### config.mk
export PLATFORM = sky130hd
export DESIGN_NAME = irq_poll_ctrl
export DESIGN_NICKNAME = d
export VERILOG_FILES = /design/src/rtl/irq_poll_pkg.sv /design/src/rtl/irq_sampler.sv /design/src/rtl/irq_arbiter.sv /design/src/rtl/irq_level_track.sv /design/src/rtl/irq_poll_ctrl.sv
export SDC_FILE = /design/constraint.sdc
export NUM_CORES = 1
export LEC_CHECK = 0
export ABC_CLOCK_PERIOD_IN_PS = 2920
export CORE_ASPECT_RATIO = 1.5
export CORE_MARGIN = 2
export CORE_UTILIZATION = 42
export DETAILED_ROUTE_END_ITERATION = 12
export PLACE_DENSITY = 0.83
export SKIP_LAST_GASP = 1
export SYNTH_ARGS = -nofsm -noshare
export SYNTH_HDL_FRONTEND = slang
export SYNTH_HIERARCHICAL = 1
export SYNTH_SLANG_ARGS = --single-unit
### constraint.sdc
create_clock -name clk -period 2.92 [get_ports clk]
set_clock_uncertainty 0.2 [all_clocks]
set_input_delay 0.438 -clock clk [delete_from_list [all_inputs] [get_ports clk]]
set_output_delay 0.438 -clock clk [all_outputs]
set_load 0.01 [all_outputs]
### src/rtl/irq_poll_pkg.sv
package irq_poll_pkg;
  localparam int NUM_SRC = 6;
  localparam int NUM_EXT = 2;
  localparam int NUM_TMR = 3;
  localparam int IDX_W   = $clog2(NUM_SRC);
  localparam int VEC_W   = 16;

  typedef logic [NUM_SRC-1:0] src_vec_t;
  typedef logic [IDX_W-1:0]   src_idx_t;

  // slot of external pin e in the polling order (pins sit at even slots)
  function automatic src_idx_t ext_slot(input int e);
    return src_idx_t'(2 * e);
  endfunction

  // lowest set position of a request vector
  function automatic src_idx_t first_one(input src_vec_t v);
    src_idx_t r;
    r = '0;
    for (int i = NUM_SRC - 1; i >= 0; i--) begin
      if (v[i]) r = src_idx_t'(i);
    end
    return r;
  endfunction

  function automatic logic [VEC_W-1:0] vec_of(input src_idx_t idx,
                                               input logic [VEC_W-1:0] base,
                                               input logic [VEC_W-1:0] stride);
    return base + stride * {{(VEC_W-IDX_W){1'b0}}, idx};
  endfunction
endpackage

### src/rtl/irq_sampler.sv
module irq_sampler
  import irq_poll_pkg::*;
(
  input  logic               clk,
  input  logic               rst_n,
  input  logic               stb,
  input  logic [NUM_EXT-1:0] ext_pin_n,
  input  logic [NUM_EXT-1:0] edge_sel,
  input  logic [NUM_EXT-1:0] ext_clr,
  input  logic [NUM_TMR-1:0] tmr_flag,
  input  logic               ser_flag,
  output src_vec_t           samp_q,
  output logic [NUM_EXT-1:0] flag_q
);
  logic [NUM_EXT-1:0] pin_q;
  logic [NUM_EXT-1:0] edge_seen;
  logic [NUM_EXT-1:0] flag_d;
  logic [NUM_EXT-1:0] ext_now;
  src_vec_t           raw;

  for (genvar e = 0; e < NUM_EXT; e++) begin : g_ext
    assign edge_seen[e] = edge_sel[e] & pin_q[e] & ~ext_pin_n[e];
    assign flag_d[e]    = edge_sel[e] & ((flag_q[e] & ~ext_clr[e]) | edge_seen[e]);
    assign ext_now[e]   = edge_sel[e] ? flag_d[e] : ~ext_pin_n[e];
  end

  assign raw = {tmr_flag[2], ser_flag, tmr_flag[1], ext_now[1], tmr_flag[0], ext_now[0]};

  always_ff @(posedge clk or negedge rst_n) begin
    if (!rst_n) begin
      pin_q  <= '1;
      flag_q <= '0;
      samp_q <= '0;
    end else if (stb) begin
      pin_q  <= ext_pin_n;
      flag_q <= flag_d;
      samp_q <= raw;
    end
  end
endmodule

### src/rtl/irq_arbiter.sv
module irq_arbiter
  import irq_poll_pkg::*;
(
  input  src_vec_t   samp,
  input  src_vec_t   en,
  input  src_vec_t   hi,
  input  logic       glb_en,
  input  logic       stb,
  input  logic       insn_last,
  input  logic       insn_block,
  input  logic [1:0] in_svc,
  output logic       grant,
  output logic       grant_hi,
  output src_idx_t   grant_idx
);
  src_vec_t elig, hi_set, lo_set;
  logic     any_hi, any, level_busy, blocked;

  assign elig       = samp & en & {NUM_SRC{glb_en}};
  assign hi_set     = elig & hi;
  assign lo_set     = elig & ~hi;
  assign any_hi     = |hi_set;
  assign any        = |elig;
  assign grant_hi   = any_hi;
  assign grant_idx  = first_one(any_hi ? hi_set : lo_set);
  assign level_busy = in_svc[1] | (~any_hi & in_svc[0]);
  assign blocked    = level_busy | ~insn_last | insn_block;
  assign grant      = stb & any & ~blocked;
endmodule

### src/rtl/irq_level_track.sv
module irq_level_track (
  input  logic       clk,
  input  logic       rst_n,
  input  logic       set,
  input  logic       set_hi,
  input  logic       ret,
  output logic [1:0] in_svc
);
  logic [1:0] clr_mask, set_mask;

  assign clr_mask = ret ? (in_svc[1] ? 2'b10 : 2'b01) : 2'b00;
  assign set_mask = set ? (set_hi ? 2'b10 : 2'b01) : 2'b00;

  always_ff @(posedge clk or negedge rst_n) begin
    if (!rst_n) in_svc <= 2'b00;
    else        in_svc <= (in_svc & ~clr_mask) | set_mask;
  end
endmodule

### src/rtl/irq_poll_ctrl.sv
module irq_poll_ctrl
  import irq_poll_pkg::*;
#(
  parameter logic [VEC_W-1:0] VEC_BASE   = 16'h0003,
  parameter logic [VEC_W-1:0] VEC_STRIDE = 16'h0008
) (
  input  logic               clk,
  input  logic               rst_n,
  input  logic               mc_stb,
  input  logic [NUM_EXT-1:0] ext_pin_n,
  input  logic [NUM_EXT-1:0] ext_edge_sel,
  input  logic [NUM_TMR-1:0] tmr_flag,
  input  logic               ser_flag,
  input  logic [NUM_SRC-1:0] src_en,
  input  logic [NUM_SRC-1:0] src_hi,
  input  logic               glb_en,
  input  logic               insn_last,
  input  logic               insn_block,
  input  logic               reti_stb,
  output logic               vec_req,
  output logic [VEC_W-1:0]   vec_addr,
  output logic               vec_hi,
  output logic [1:0]         in_svc,
  output logic [NUM_EXT-1:0] ext_flag
);
  src_vec_t           samp;
  logic               grant, grant_hi;
  src_idx_t           grant_idx;
  logic [NUM_EXT-1:0] ext_clr;

  for (genvar e = 0; e < NUM_EXT; e++) begin : g_clr
    assign ext_clr[e] = grant & (grant_idx == ext_slot(e)) & ext_edge_sel[e];
  end

  irq_sampler u_samp (
    .clk, .rst_n, .stb(mc_stb), .ext_pin_n, .edge_sel(ext_edge_sel),
    .ext_clr, .tmr_flag, .ser_flag, .samp_q(samp), .flag_q(ext_flag)
  );

  irq_arbiter u_arb (
    .samp, .en(src_en), .hi(src_hi), .glb_en, .stb(mc_stb), .insn_last,
    .insn_block, .in_svc, .grant, .grant_hi, .grant_idx
  );

  irq_level_track u_lvl (
    .clk, .rst_n, .set(grant), .set_hi(grant_hi), .ret(reti_stb), .in_svc
  );

  always_ff @(posedge clk or negedge rst_n) begin
    if (!rst_n) begin
      vec_req  <= 1'b0;
      vec_addr <= '0;
      vec_hi   <= 1'b0;
    end else begin
      vec_req <= grant;
      if (grant) begin
        vec_addr <= vec_of(grant_idx, VEC_BASE, VEC_STRIDE);
        vec_hi   <= grant_hi;
      end
    end
  end
endmodule

Word-level counts from Yosys, hierarchy flattened
Index checks and enable logic that the tools add are counted.
Widths: inputs -> output; s select.
{ "word_totals": {"register_bits": 30, "input_bits": 27} }
{ "op_classes": {"n_reduce_logical": 3, "n_addsub": 1, "muxes": 13, "bitwise_logic": 35, "n_eq_ne": 1} }
{ "op_table": {"columns": ["operator", "n"], "rows": [
  ["$and 6x6->6", 4],
  ["$mux 3", 6],
  ["$and 1x1->1", 15],
  ["$reduce_or 6->1", 2],
  ["$mux 2", 4],
  ["$add 2x6->7 const A", 1],
  ["$not 1->1", 7],
  ["$mux 6", 1],
  ["$not 6->6", 1],
  ["$or 1x1->1", 5],
  ["$eq 3x2->1 const B", 1],
  ["$logic_not 3->1", 1],
  ["$and 2x2->2", 1],
  ["$mux 1", 2],
  ["$not 2->2", 1],
  ["$or 2x2->2", 1]
]} }

Longest topological paths before layout
{ "depth": {"word_depth": 19, "mapped_depth": 10} }

Cells and area by module
The synthesis kept the hierarchy.
{ "modules_own_cells": {"columns": ["mod", "instances", "area_each_um2", "cells_each", "seq_area_each_um2"], "rows": [
  ["irq_sampler", 1, 442.9, 37, 252.7],
  ["irq_poll_ctrl", 1, 319.1, 27, 150.1],
  ["irq_arbiter", 1, 315.3, 40, 0.0],
  ["irq_level_track", 1, 81.3, 8, 50.0]
]} }

Worst setup path before layout
No wires, ideal clock.
{ "synth_timing": {"kind": "input-to-reg", "start": "input glb_en", "end": "register u_samp.samp_q[2]", "n_path_buf": 1, "arrival_ns": 2.045, "required_time_ns": 2.638, "setup_ns": 0.082, "slack_ns": 0.593, "stages": 10, "cell_sequence": "buf_6 -> nand4_4 -> and4_4 -> a31oi_1 -> o21ba_1 -> nor4bb_1 -> nor2_1 -> and4_2 -> nand3b_1 -> a31oi_1"} }
{ "synth_between": {"elab_chain_cells": 18, "word_cells_on_any_way": 28, "classes_between": "eq/ne (1); mux (8); bitwise (17); reduce/logical (2)"} }
{ "synth_lines": {"columns": ["element", "line_no", "source"], "rows": [
  ["start, declared", "irq_poll_ctrl.sv:16", "input logic glb_en,"],
  ["$and 6x6->6 (*)", "irq_arbiter.sv:19", "assign elig = samp & en & {NUM_SRC{glb_en}};"],
  ["$and 6x6->6", "irq_arbiter.sv:20", "assign hi_set = elig & hi;"],
  ["$reduce_or 6->1", "irq_arbiter.sv:22", "assign any_hi = |hi_set;"],
  ["$mux 6 (*)", "irq_arbiter.sv:25", "assign grant_idx = first_one(any_hi ? hi_set : lo_set);"],
  ["$mux 3 (5 in a row)", "irq_poll_pkg.sv:21", "if (v[i]) r = src_idx_t'(i);"],
  ["$mux 3 (*)", "irq_poll_pkg.sv:21", null],
  ["via grant_idx[2]", "irq_poll_ctrl.sv:28", "src_idx_t grant_idx;"],
  ["$eq 3x2->1 (*)", "irq_poll_ctrl.sv:32", "assign ext_clr[e] = grant & (grant_idx == ext_slot(e)) & ext_edge_sel[e];"],
  ["$and 1x1->1 (*) (2 in a row)", "irq_poll_ctrl.sv:32", null],
  ["via ext_clr[1]", "irq_poll_ctrl.sv:29", "logic [NUM_EXT-1:0] ext_clr;"],
  ["$not 1->1 (*)", "irq_sampler.sv:23", "assign flag_d[e] = edge_sel[e] & ((flag_q[e] & ~ext_clr[e]) | edge_seen[e]);"],
  ["$and 1x1->1 (*)", "irq_sampler.sv:23", null],
  ["$or 1x1->1 (*)", "irq_sampler.sv:23", null],
  ["$and 1x1->1 (*)", "irq_sampler.sv:23", null],
  ["$mux 1 (*)", "irq_sampler.sv:24", "assign ext_now[e] = edge_sel[e] ? flag_d[e] : ~ext_pin_n[e];"],
  ["end signal, assigned", "irq_sampler.sv:37", "samp_q <= raw;"],
  ["end, declared", "irq_sampler.sv:12", "output src_vec_t samp_q,"]
]} }
The timed path passes the listed nets; every way through them passes the cells marked *.
A chain may end at the register's enable or synchronous reset.

Worst setup path in the final report
{ "layout_timing": {"start": "input src_hi[2]", "end": "register u_samp.samp_q[2]"} }
{ "layout_between": {"elab_chain_cells": 17, "word_cells_on_any_way": 26, "classes_between": "eq/ne (1); mux (8); bitwise (16); reduce/logical (1)"} }
{ "layout_lines": {"columns": ["element", "line_no", "source"], "rows": [
  ["start, declared", "irq_poll_ctrl.sv:15", "input logic [NUM_SRC-1:0] src_hi,"],
  ["$and 6x6->6", "irq_arbiter.sv:20", null],
  ["$reduce_or 6->1", "irq_arbiter.sv:22", null],
  ["$mux 6 (*)", "irq_arbiter.sv:25", null],
  ["$mux 3 (5 in a row)", "irq_poll_pkg.sv:21", null],
  ["$mux 3 (*)", "irq_poll_pkg.sv:21", null],
  ["via grant_idx[0]", "irq_poll_ctrl.sv:28", null],
  ["$eq 3x2->1 (*)", "irq_poll_ctrl.sv:32", null],
  ["$and 1x1->1 (*) (2 in a row)", "irq_poll_ctrl.sv:32", null],
  ["via ext_clr[1]", "irq_poll_ctrl.sv:29", null],
  ["$not 1->1 (*)", "irq_sampler.sv:23", null],
  ["$and 1x1->1 (*)", "irq_sampler.sv:23", null],
  ["$or 1x1->1 (*)", "irq_sampler.sv:23", null],
  ["$and 1x1->1 (*)", "irq_sampler.sv:23", null],
  ["$mux 1 (*)", "irq_sampler.sv:24", null]
]} }
Marks and branches as above.

==> impl_results.md <==
- Post-synth EDFFs: 0
- Slowest cell on crit path: clkdlybuf4s50_1
- IO buf count: 37
- Peak supply drop: 361 uV
- CP max FO: 4
- Finished Core Util: 0.620
- Avg Cell Area, Syn: 10.3 um2
- Outcome: finished clean
- Clock-pin slew on the worst setup and hold paths: 0.07 ns
- Top post-synthesis cells by area: dfrtp_1 35%, buf_4 7.8%, mux2_2 7.8%, nand4_4 5.5%, dfstp_2 4.5%
- Placed Area: 1580 um2
- Post-synthesis register bit count: 18
- Clock latency on the worst-skew pair: 0.25 ns
- Detailed Place HPWL: 2.26 mm
- Final WL: 2.90 mm
- Overall Global Routing Usage: 0.200
- Yosys warns: 6
- Vias in the first global route: 1056
- Worst Setup Start Kind: input port
- Post-synth top cells: 16 x dfrtp_1, 12 x buf_4, 8 x mux2_2, 8 x nand2_1, 8 x nand3_1
- Initial antenna violation count: 0
- Top delay family on crit path: simple AND/OR/NAND/NOR gates
- # diodes: 0
- Worst-path cell chain: clkdlybuf4s50_1 -> nand4_1 -> and4_4 -> buf_4 -> a31oi_1 -> o32ai_1 -> a31oi_1 -> nor2_1 -> and4_2 -> nand3b_1 -> a31oi_1
- Num CTS Buffers: 3
- Metal-1 WL: 1.10 mm
- Synth area leader: dfrtp_1
- Detailed Routing Iterations Pass 1: 5
- Crit path largest cell delay: 0.50 ns
- Worst Path Class, Setup: in2reg
- # setup viols final: 0
- Remaining DRCs: 0
- Non-filler instance count after layout: 197
- Routability cong.: 0.867
- # fillers: 230
- Synth cell types: 31
- Height of the die: 68.3 um
- Congestion Overflow GR: 0
- Register area share after synthesis: 0.391
- Most common cell in the netlist: dfrtp_1
- Main synth FF type: dfrtp_1
- First-pass GRT wire length: 4.60 mm
- Ys async rst share: 1.00
- Hold Buf Count CTS: 0
- Total vias in the final route: 1035
- Die footprint: 3200 um2
- Inst Count DP: 193
- Largest net degree at the start of global routing: 19
- WP data arrival: 2.72 ns
- DR vias/cell: 5.25
- Worst EP required: 2.89 ns
- I/O pin count: 49
- Tightest Pin Transition: 0.819 ns
- Top routing layer in use: met4
- Starting Density: 0.438
- WL/cell: 14.7 um
- Cells after synthesis: 112
- Number of max-cap violations: 0
- Maximum clock rate: 364 MHz
- Metal3 WL: 124 um
- Max-slew headroom: 0.452
- # rows: 23
- Total clock sinks: 18
- Final hold slack: 0.300 ns
- Clk root buf: clkbuf_8
- HP Class: reg2reg
- CTS tree: yes
- Power per cell area: 455 nW/um2
- H-tree levels: 1
- Violation count after the first detailed-route iteration: 26
- Setup crit end kind: register
- Final period utilization: 0.941
- Leak pwr: 0.726 nW
- CORE AREA: 2650 um2
- Clock buffer depth: 2
- Die width: 46.9 um
- Synth top area share: 0.346
- Met2 wire len: 1.59 mm
- Post-synthesis instance area: 1160 um2
- RSZ-0062 raised after global routing: no
- ANT nets after route: 0
- P&R area growth vs syn: 41.6%
- Flop2flop setup slack: 0.48 ns
- Slew Viols, Final: 0
- Design Area, Final: 1640 um2
- Share of cells above drive strength 1: 0.225
- Critical path's most frequent cell: a31oi_1
- Nets@finish: 189
- Final hold vios: 0
- Final min period: 2.75 ns
- Buf/Inv on CP: 2
worst register-to-register path: stages, from the launching register on:
cell and delay, ns:
dfrtp_1 0.37, nand4_1 0.22, and4_4 0.28, buf_4 0.14
a31oi_1 0.12, o32ai_1 0.12, a31oi_1 0.26, nor2_1 0.08
and4_2 0.23, nand3b_1 0.17, a31oi_1 0.17
per-layer routing:
layer  vias to the layer above  track usage
li1                        484            -
met1                       495        0.233
met2                        42        0.339
met3                        14       0.0237
met4                         0        0.115
met5                         -            0
final cells by class:
cell class / instances / area [um2] / share of cell area
sequential: 18 / 453 / 0.276
clock buffer: 3 / 41.3 / 0.0252
timing repair buffer: 50 / 483 / 0.294
inverter: 6 / 22.5 / 0.0137
tap: 37 / 46.3 / 0.0282
multi-input combinational: 83 / 594 / 0.362
logic make-up after synthesis:
logic type,synth area share
compound gates,0.139
mux,0.0778
other cells,0.00324
buf+inv,0.134
simple gates,0.255
flops,0.391
worst paths after layout:
check | start | end | cells past startpoint
worst min-delay path | vec_addr[1] | vec_addr[1] | 1
worst max-delay path | src_hi[2] | u_samp/samp_q[2] | 11
worst min register to register | vec_addr[1] | vec_addr[1] | 1
worst max register to register | u_samp/samp_q[2] | u_samp/samp_q[2] | 10
min in group asynchronous | rst_n | u_samp/flag_q[1] | 1
max in group asynchronous | rst_n | u_lvl/in_svc[0] | 1
power breakdown:
part | switching (mW) | total, mW | internal [mW]
logic | 0.109 | 0.259 | 0.150
clock network | 0.0766 | 0.168 | 0.0915
registers | 0.0278 | 0.319 | 0.291
total | 0.214 | 0.746 | 0.532
placed cells by master (no fill, tap or decap):
cell	count
clkdlybuf4s50_1	36
dfrtp_1	16
buf_4	12
conb_1	11
mux2_2	8
nand2_1	8
nand3_1	8
inv_1	6
o21ai_0	6
a31oi_1	5
nor2_1	4
a21oi_1	4
clkbuf_8	3
nand4_4	3
nand4_1	3
a22o_1	3
nand4_2	2
nand2b_1	2
a21o_1	2
nand3b_1	2
nand4b_1	2
dfstp_2	2
and4b_1	1
and4_2	1
or2_2	1
dlymetal6s2s_1	1
and4_4	1
o21bai_1	1
o31ai_2	1
o32ai_1	1
nor4bb_1	1
o21ba_1	1
nor4bb_2	1
buf_12	1
through the flow:
stage / setup slack [ns] / setup TNS (ns) / total power, mW
floorplan: 0.593 / 0 / 0.446
global placement: -0.0484 / -0.0696 / 0.565
detailed placement: -0.158 / -0.353 / 0.574
CTS: 0.0853 / 0 / 0.746
global route: 0.0118 / 0 / 0.790
finish: 0.173 / 0 / 0.746
sequential cells by signal, indices dropped and copies added, names as in the netlist:
name,cells
u_samp/samp_q,6
vec_hi,1
u_samp/pin_q,2
u_lvl/in_svc,2
vec_addr,4
vec_req,1
u_samp/flag_q,2
repair_timing:
action / CTS / global route
resized for setup: 0 / 2
endpoints found under the setup margin: 0 / 3
buffers inserted: 0 / 1
No activity file was read; power rests on OpenSTA's default activity.
